[src/rtl/lit_pkg.sv]
package lit_pkg;
  localparam int unsigned SEL_W = 2;

  typedef enum logic [SEL_W-1:0] {
    SEL_RELOAD = 2'd0,
    SEL_CTRL   = 2'd1,
    SEL_ACK    = 2'd2,
    SEL_SPARE  = 2'd3
  } sel_e;

  localparam int unsigned CTRL_MODE_BIT   = 2;
  localparam int unsigned CTRL_RUN_BIT    = 1;
  localparam int unsigned CTRL_RESUME_BIT = 0;

  typedef struct packed {
    logic cyc_mode;
    logic run;
    logic resume;
  } ctrl_t;
endpackage

[src/rtl/lit_regs.sv]
module lit_regs
  import lit_pkg::*;
#(
  parameter int unsigned DATA_W = 8
) (
  input  logic              clk_i,
  input  logic              rst_ni,
  input  logic              wr_en_i,
  input  sel_e              wr_sel_i,
  input  logic [DATA_W-1:0] wr_data_i,
  output logic [DATA_W-1:0] reload_o,
  output ctrl_t             ctrl_o,
  output logic              arm_o,
  output logic              clear_o
);
  logic [DATA_W-1:0] reload_q;
  ctrl_t             ctrl_q;

  always_ff @(posedge clk_i or negedge rst_ni) begin
    if (!rst_ni) begin
      reload_q <= '0;
      ctrl_q   <= '0;
    end else if (wr_en_i) begin
      unique case (wr_sel_i)
        SEL_RELOAD: reload_q <= wr_data_i;
        SEL_CTRL: begin
          ctrl_q.cyc_mode <= wr_data_i[CTRL_MODE_BIT];
          ctrl_q.run      <= wr_data_i[CTRL_RUN_BIT];
          ctrl_q.resume   <= wr_data_i[CTRL_RESUME_BIT];
        end
        SEL_ACK:  ctrl_q.run <= ctrl_q.resume;
        default:  ;
      endcase
    end
  end

  always_comb begin
    arm_o    = wr_en_i && (wr_sel_i == SEL_CTRL) && wr_data_i[CTRL_RUN_BIT];
    clear_o  = wr_en_i && ((wr_sel_i == SEL_CTRL) || (wr_sel_i == SEL_ACK));
    reload_o = reload_q;
    ctrl_o   = ctrl_q;
  end
endmodule

[src/rtl/lit_prescale.sv]
module lit_prescale #(
  parameter int unsigned W      = 10,
  parameter int unsigned STEP   = 3,
  parameter int unsigned PERIOD = 341
) (
  input  logic                clk_i,
  input  logic                rst_ni,
  input  logic                arm_i,
  input  logic                adv_i,
  output logic signed [W-1:0] pre_o,
  output logic                fire_o
);
  localparam logic signed [W-1:0] STEP_S   = W'(STEP);
  localparam logic signed [W-1:0] PERIOD_S = W'(PERIOD);
  localparam logic signed [W-1:0] ZERO_S   = '0;

  logic signed [W-1:0] pre_q;
  logic signed [W-1:0] dec;

  always_comb begin
    dec    = pre_q - STEP_S;
    fire_o = adv_i && (dec <= ZERO_S);
    pre_o  = pre_q;
  end

  always_ff @(posedge clk_i or negedge rst_ni) begin
    if (!rst_ni)      pre_q <= '0;
    else if (arm_i)   pre_q <= PERIOD_S;
    else if (adv_i)   pre_q <= fire_o ? dec + PERIOD_S : dec;
  end
endmodule

[src/rtl/lit_counter.sv]
module lit_counter #(
  parameter int unsigned W = 8
) (
  input  logic         clk_i,
  input  logic         rst_ni,
  input  logic         load_i,
  input  logic         step_i,
  input  logic [W-1:0] reload_i,
  output logic [W-1:0] cnt_o,
  output logic         wrap_o
);
  logic [W-1:0] cnt_q;

  assign wrap_o = step_i && (cnt_q == '1);
  assign cnt_o  = cnt_q;

  always_ff @(posedge clk_i or negedge rst_ni) begin
    if (!rst_ni)      cnt_q <= '0;
    else if (load_i)  cnt_q <= reload_i;
    else if (step_i)  cnt_q <= wrap_o ? reload_i : cnt_q + 1'b1;
  end
endmodule

[src/rtl/line_irq_timer.sv]
module line_irq_timer
  import lit_pkg::*;
#(
  parameter int unsigned CNT_W      = 8,
  parameter int unsigned PRE_W      = 10,
  parameter int unsigned PRE_STEP   = 3,
  parameter int unsigned PRE_PERIOD = 341
) (
  input  logic             clk_i,
  input  logic             rst_ni,
  input  logic             tick_i,
  input  logic             wr_en_i,
  input  logic [1:0]       wr_sel_i,
  input  logic [CNT_W-1:0] wr_data_i,
  output logic             irq_o
);
  logic [CNT_W-1:0]        reload_s;
  ctrl_t                   ctrl_s;
  logic                    arm_s;
  logic                    clear_s;
  logic signed [PRE_W-1:0] pre_s;
  logic                    pre_fire_s;
  logic [CNT_W-1:0]        cnt_s;
  logic                    wrap_s;
  logic                    live_s;
  logic                    pre_adv_s;
  logic                    cnt_step_s;
  logic                    irq_q;

  lit_regs #(.DATA_W(CNT_W)) u_regs (
    .clk_i     (clk_i),
    .rst_ni    (rst_ni),
    .wr_en_i   (wr_en_i),
    .wr_sel_i  (sel_e'(wr_sel_i)),
    .wr_data_i (wr_data_i),
    .reload_o  (reload_s),
    .ctrl_o    (ctrl_s),
    .arm_o     (arm_s),
    .clear_o   (clear_s)
  );

  // a write cycle swallows the tick
  assign live_s     = tick_i && ctrl_s.run && !wr_en_i;
  assign pre_adv_s  = live_s && !ctrl_s.cyc_mode;
  assign cnt_step_s = live_s && (ctrl_s.cyc_mode || pre_fire_s);

  lit_prescale #(.W(PRE_W), .STEP(PRE_STEP), .PERIOD(PRE_PERIOD)) u_pre (
    .clk_i  (clk_i),
    .rst_ni (rst_ni),
    .arm_i  (arm_s),
    .adv_i  (pre_adv_s),
    .pre_o  (pre_s),
    .fire_o (pre_fire_s)
  );

  lit_counter #(.W(CNT_W)) u_cnt (
    .clk_i    (clk_i),
    .rst_ni   (rst_ni),
    .load_i   (arm_s),
    .step_i   (cnt_step_s),
    .reload_i (reload_s),
    .cnt_o    (cnt_s),
    .wrap_o   (wrap_s)
  );

  always_ff @(posedge clk_i or negedge rst_ni) begin
    if (!rst_ni)      irq_q <= 1'b0;
    else if (clear_s) irq_q <= 1'b0;
    else if (wrap_s)  irq_q <= 1'b1;
  end

  assign irq_o = irq_q;
endmodule

[config.mk]
export PLATFORM = sky130hd
export DESIGN_NAME = line_irq_timer
export DESIGN_NICKNAME = d
export VERILOG_FILES = /design/src/rtl/lit_pkg.sv /design/src/rtl/lit_regs.sv /design/src/rtl/lit_prescale.sv /design/src/rtl/lit_counter.sv /design/src/rtl/line_irq_timer.sv
export SDC_FILE = /design/constraint.sdc
export NUM_CORES = 1
export LEC_CHECK = 0
export ABC_AREA = 0
export BUFFER_PORTS_ARGS = -buffer_cell sky130_fd_sc_hd__buf_2
export CORE_MARGIN = 4
export CORE_UTILIZATION = 56
export DETAILED_ROUTE_END_ITERATION = 8
export GPL_TIMING_DRIVEN = 0
export HOLD_SLACK_MARGIN = 0.15
export PLACE_DENSITY = 0.82
export SYNTH_ARGS = -nofsm -noshare
export SYNTH_HDL_FRONTEND = slang
export SYNTH_SLANG_ARGS = --single-unit
[constraint.sdc]
create_clock -name clk_i -period 4.8 [get_ports clk_i]
set_input_delay 0.48 -clock clk_i [delete_from_list [all_inputs] [get_ports clk_i]]
set_output_delay 0.48 -clock clk_i [all_outputs]
set_load 0.01 [all_outputs]
Word-level counts from Yosys, hierarchy flattened. Cells that the tools add are included.

Eq/ne operators: 3. Multiplexer cells: 9. Reduce and logical (&&, ||, !) cells: 21. Divide/modulo/power cells: 0. Shift operators: 0. Add/subtract/negate cells: 3. Multipliers: 0. Bitwise logic cells: 0. Order comparisons: 1.

Operators with widths (count): $mux W10 (3); $mux W8 (3); $add A10 B10 Y10 const B (1); $le A10 B1 Y1 const B (1); $sub A10 B3 Y10 const B (1); $logic_and A1 B1 Y1 (9); $add A8 B1 Y8 const B (1); $eq A8 B8 Y1 const B (1); $reduce_bool A2 Y1 (4); $reduce_and A2 Y1 (3); $eq A2 B1 Y1 const B (1); $eq A2 B2 Y1 const B (1); $logic_not A1 Y1 (2); $logic_not A2 Y1 (1); $logic_or A1 B1 Y1 (2); $mux W1 (2); $pmux W1 S2 (1).

Bits in writable memories: 0. Memory bits (read-only): 0. Bits in registers: 30. Output and inout port bits: 1. Latch bits: 0. Memories kept: 0.

Depth between registers and ports, before layout.
Depth after elaboration: 10. Depth in mapped cells: 13.

Modules after synthesis. Synthesis repeated with hierarchy kept, for this count alone.

Cell total of the unflattened synthesis: 240. Area, all modules: 2207.1 um2.

Modules (own cells, without submodules): lit_prescale (instances 1, area each 1076.0 um2, cells an instance 138); lit_counter (instances 1, area each 581.8 um2, cells an instance 62); lit_regs (instances 1, area each 483.0 um2, cells an instance 33); line_irq_timer (instances 1, area each 66.3 um2, cells an instance 7).

Least setup slack after synthesis. OpenSTA, ideal clock, no wires.

Path kind: register -> register. From: reg u_pre.pre_q[2] (netlist: u_pre.pre_o[2]). To: reg u_pre.pre_q[6] (netlist: u_pre.pre_o[6]). Path slack: 2.215 ns. Data arrival time: 2.503 ns. Library setup time: 0.083 ns. Cell stages (with the launch flop): 12. Period minus slack after synthesis: 2.585 ns. Cells stage by stage: dfrtp_1 -> buf_2 -> inv_1 -> ha_1 -> buf_2 -> a2111o_1 -> xor2_1 -> a31o_2 -> nor2_1 -> or3_1 -> a311o_1 -> o21ai_0.

Word-level cells in the longest chain between the ends: 6.

RTL lines: start: declaration (RTL line lit_prescale.sv:17) `logic signed [W-1:0] pre_q;`; start signal: assignment (RTL line lit_prescale.sv:29) `else if (adv_i) pre_q <= fire_o ? dec + PERIOD_S : dec;`; $sub A10 B3 Y10 * (RTL line lit_prescale.sv:21) `dec = pre_q - STEP_S;`; $le A10 B1 Y1 (RTL line lit_prescale.sv:22) `fire_o = adv_i && (dec <= ZERO_S);`; $logic_and A1 B1 Y1 (RTL line lit_prescale.sv:22); $mux W10 * (2 in series) (RTL line lit_prescale.sv:29); $mux W10 * (RTL line lit_prescale.sv:28) `else if (arm_i) pre_q <= PERIOD_S;`.

Mark *: on every way between the ends. The rest lies on a longest branch, timed or not. The select of a mux whose other input is x is not followed. A chain may end at the register's enable or synchronous reset.

Worst setup path after layout.
From: reg u_pre.pre_q[2] (netlist: u_pre.pre_o[2]). To: reg u_cnt.cnt_q[4] (netlist: u_cnt.cnt_o[4]).

Word-level cells in the longest chain between the ends: 9.

RTL lines: $sub A10 B3 Y10 * (RTL line lit_prescale.sv:21); $le A10 B1 Y1 * (RTL line lit_prescale.sv:22); $logic_and A1 B1 Y1 * (RTL line lit_prescale.sv:22); $logic_or A1 B1 Y1 * (RTL line line_irq_timer.sv:45) `assign cnt_step_s = live_s && (ctrl_s.cyc_mode || pre_fire_s);`; $logic_and A1 B1 Y1 * (RTL line line_irq_timer.sv:45); $logic_and A1 B1 Y1 (RTL line lit_counter.sv:14) `assign wrap_o = step_i && (cnt_q == '1);`; $mux W8 (2 in series) (RTL line lit_counter.sv:20) `else if (step_i) cnt_q <= wrap_o ? reload_i : cnt_q + 1'b1;`; $mux W8 (RTL line lit_counter.sv:19) `else if (load_i) cnt_q <= reload_i;`; end signal: assignment (RTL line lit_counter.sv:19); end signal: assignment (RTL line lit_counter.sv:20); end: declaration (RTL line lit_counter.sv:12) `logic [W-1:0] cnt_q;`.

Marked as above.

==> qor.json <==
{
  "outcome": "finished clean",
  "number_of_global_route_vias_before_repair": 1720,
  "syn_to_final_growth_pct": 10.37,
  "post_synth.cell_area_avg_sq_um": 9.113,
  "peak_supply_drop_mv": 0.2517,
  "grt.overflow.total": 0,
  "detail_route.wl_per_cell_microns": 15.25,
  "antenna_found_initial": 0,
  "drcViolationCount": 0,
  "route.detailed.vias_per_inst": 5.887,
  "timing.slew.headroom": 0.5376,
  "floorplan.die_area_sq_um": 4841,
  "worstPathRequired_ps": 4970,
  "rsz0062_at_grt": "no",
  "syn_nets": 254,
  "num_vias": 1778,
  "power_density_nw_per_um2": 474.8,
  "cts.path.max_buffers": 2,
  "reg2reg_setup_slack_ps": 1820,
  "cts_repair_resize_count": 0,
  "initialDrtViolationCount": 133,
  "synthArstFlopShare": 1.000,
  "tritoncts_num_sinks": 30,
  "worst_slew_pin_slew_ps": 693.6,
  "routabilityCongestion": 0.9035,
  "synth_top_cell_area_share": 0.3536,
  "grt_max_degree": 31,
  "setup.worst_path.start_class": "flop",
  "htree_num_levels": 2,
  "fin_nets": 274,
  "cts_tree": "yes",
  "period_minus_slack_ps": 2978,
  "total_negative_slack_for_setup_checks_ps": 0,
  "post_synth_inst_count": 233,
  "critPathArrivalTime_ps": 3150,
  "seq_area_frac_synth": 0.3536,
  "netlist-cell-type-count": 61,
  "syn_area_sq_um": 2123,
  "timing.hold.worst.class": "in2async",
  "drt-total-wl_mm": 4.605,
  "ios": 15,
  "yosys_warnings": 0,
  "hpwlAfterDp_mm": 3.329,
  "core_ar_sq_um": 3661,
  "critical_path_class": "reg2reg",
  "ant_nets": 0,
  "power_leakage_nw": 1.033,
  "clkLatencyLatePin_ps": 290,
  "synthFlopType": "sky130_fd_sc_hd__dfrtp_1",
  "port-buffer-count": 13,
  "fmax_mhz": 335.8,
  "crit-reg2reg-launch": "u_pre.pre_o[2]",
  "setup_viol": 0,
  "cts_hold_buf": 0,
  "synth.area.top_cells": "sky130_fd_sc_hd__dfrtp_1 35%, sky130_fd_sc_hd__mux2_2 5.3%, sky130_fd_sc_hd__mux2i_1 4.7%",
  "reg2regPathDepth": 13,
  "clock_skew_ps": 5.122,
  "clk_root_buffer_cell": "sky130_fd_sc_hd__clkbuf_8",
  "layout_cells_sized_above_1": 0.2205,
  "number_of_flops_mapped_to_enable_cells_by_yosys": 0,
  "fp-row-count": 22,
  "worstSetupEndpointType": "flop",
  "dieHeight_microns": 69.58,
  "timing_hold_violations_final": 0,
  "first_pass_iters": 4,
  "global_route_wire_length_before_repair_mm": 7.935,
  "finalCritPeriodShare": 0.6204,
  "synth_seq_cells": 30,
  "regToRegEndpoint": "u_cnt.cnt_o[4]",
  "hold-worst-slack_ps": 221.2,
  "clock_transition_at_the_registers_of_the_reported_paths_ps": 70,
  "dieWidth_microns": 69.58,
  "maxCapViolCount": 0,
  "cts.repair_timing.setup_buffer_count": 0,
  "worst-path-max-fanout": 10,
  "initial_utilization": 0.5800,
  "slew_viol_final": 0,
  "gr-usage-all-layers": 0.2068,
  "insertedDiodeCount": 0,
  "cts_inserted_buffers": 5,
  "synthDominantAreaCellType": "sky130_fd_sc_hd__dfrtp_1"
}
## cell usage in the layout (no fill, tap or decap), types with 2 or more instances in the layout
cell type / n
sky130_fd_sc_hd__a21oi_1: 16
sky130_fd_sc_hd__a22o_1: 2
sky130_fd_sc_hd__a22oi_1: 5
sky130_fd_sc_hd__a31o_2: 3
sky130_fd_sc_hd__a31oi_1: 3
sky130_fd_sc_hd__and2_1: 2
sky130_fd_sc_hd__and3_1: 5
sky130_fd_sc_hd__buf_2: 16
sky130_fd_sc_hd__buf_4: 3
sky130_fd_sc_hd__buf_6: 3
sky130_fd_sc_hd__clkbuf_1: 4
sky130_fd_sc_hd__clkbuf_8: 6
sky130_fd_sc_hd__dfrtp_1: 30
sky130_fd_sc_hd__ha_1: 7
sky130_fd_sc_hd__inv_1: 12
sky130_fd_sc_hd__mux2_2: 10
sky130_fd_sc_hd__mux2i_1: 10
sky130_fd_sc_hd__nand2_1: 20
sky130_fd_sc_hd__nand2b_1: 2
sky130_fd_sc_hd__nand3_1: 7
sky130_fd_sc_hd__nor2_1: 18
sky130_fd_sc_hd__nor3_1: 5
sky130_fd_sc_hd__nor4_1: 3
sky130_fd_sc_hd__o21ai_0: 15
sky130_fd_sc_hd__o31ai_1: 2
sky130_fd_sc_hd__xnor2_1: 6
sky130_fd_sc_hd__xor2_1: 2
## per-layer routing
metal	GRT usage	vias up	part of all wire
met5	0	-	0
met4	0.09544	0	0.013
met3	0.05362	6	0.057
met2	0.3390	49	0.50
met1	0.2534	842	0.43
li1	-	881	-
## worst max-delay path by stage
| stage | startpoint | end | depth (start not counted) |
|---|---|---|---|
| 6_report | u_pre.pre_o[2] | u_cnt.cnt_o[4] | 13 |
| 5_1_grt | u_pre.pre_o[2] | u_cnt.cnt_o[4] | 13 |
| 4_1_cts | u_pre.pre_o[2] | u_cnt.cnt_o[4] | 13 |
| 3_5_place_dp | u_pre.pre_o[2] | u_cnt.cnt_o[1] | 13 |
| 3_3_place_gp | u_pre.pre_o[2] | u_cnt.cnt_o[4] | 13 |
| 2_1_floorplan | u_pre.pre_o[2] | u_pre.pre_o[6] | 11 |
## report_power, final
part | internal (W) | switching [W]
combinational | 0.000210 | 0.000275
clock | 0.000115 | 0.000106
sequential | 0.000331 | 0.0000759
## critical path, stage by stage, from the launching register on
cell	delay, ps
sky130_fd_sc_hd__dfrtp_1	460
sky130_fd_sc_hd__buf_2	250
sky130_fd_sc_hd__inv_1	120
sky130_fd_sc_hd__ha_1	190
sky130_fd_sc_hd__buf_2	180
sky130_fd_sc_hd__and2_1	210
sky130_fd_sc_hd__o22ai_1	130
sky130_fd_sc_hd__a32o_1	330
sky130_fd_sc_hd__a21oi_2	100
sky130_fd_sc_hd__buf_6	160
sky130_fd_sc_hd__a21oi_4	230
sky130_fd_sc_hd__buf_6	190
sky130_fd_sc_hd__mux2i_1	200
sky130_fd_sc_hd__a22oi_1	100
## area by class of cell
cell class / instances / area (sq um)
Buffer: 14 / 90.09
Clock inverter: 2 / 12.51
Tap cell: 48 / 60.06
Clock buffer: 6 / 82.58
Timing Repair Buffer: 13 / 65.06
Inverter: 12 / 45.04
Sequential cell: 30 / 750.7
Multi-Input combinational cell: 177 / 1237
Fill cell: 321 / 1318
## through the flow
stage	util	setup slack (ps)	total power, W	instances	instance area (sq um)
2_1_floorplan	-	2215	0.0007794	233	2123
3_3_place_gp	0.6141	1922	0.0008708	294	2248
3_5_place_dp	0.6141	1871	0.0008894	294	2248
4_1_cts	0.6401	1848	0.001116	302	2344
5_1_grt	0.6401	1617	0.001201	302	2344
6_report	0.6401	1822	0.001113	302	2344
## cells in the mapped netlist (all sizes together), types with 5 or more instances
library cell and count:
dfrtp 30, a21oi 18, mux2i 10, nor3 5, nand2 20, buf 10, nor2 20, ha 7
inv 12, nand3 8, mux2 10, and3 5, a22oi 6, xnor2 7, o21ai 15
## logic make-up (layout without fill, tap and decap cells)
kind of cell / Yosys count / after routing / synth area share
AOI/OAI and AO/OA: 67 / 67 / 0.2198
muxes: 20 / 20 / 0.1002
xor gates and xnor gates: 9 / 9 / 0.04066
adders and majority gates: 7 / 7 / 0.04125
buffers and inverters: 26 / 47 / 0.06363
DFF: 30 / 30 / 0.3536
and+or+nand+nor: 74 / 74 / 0.1809
## state kept, by name, summed over array words and instances, names as in the netlist
| signal | flops |
|---|---|
| u_pre.pre_o | 10 |
| u_regs.ctrl_o | 3 |
| u_cnt.cnt_o | 8 |
| u_regs.reload_o | 8 |
| irq_o | 1 |
No activity file was read; power rests on OpenSTA's default activity.
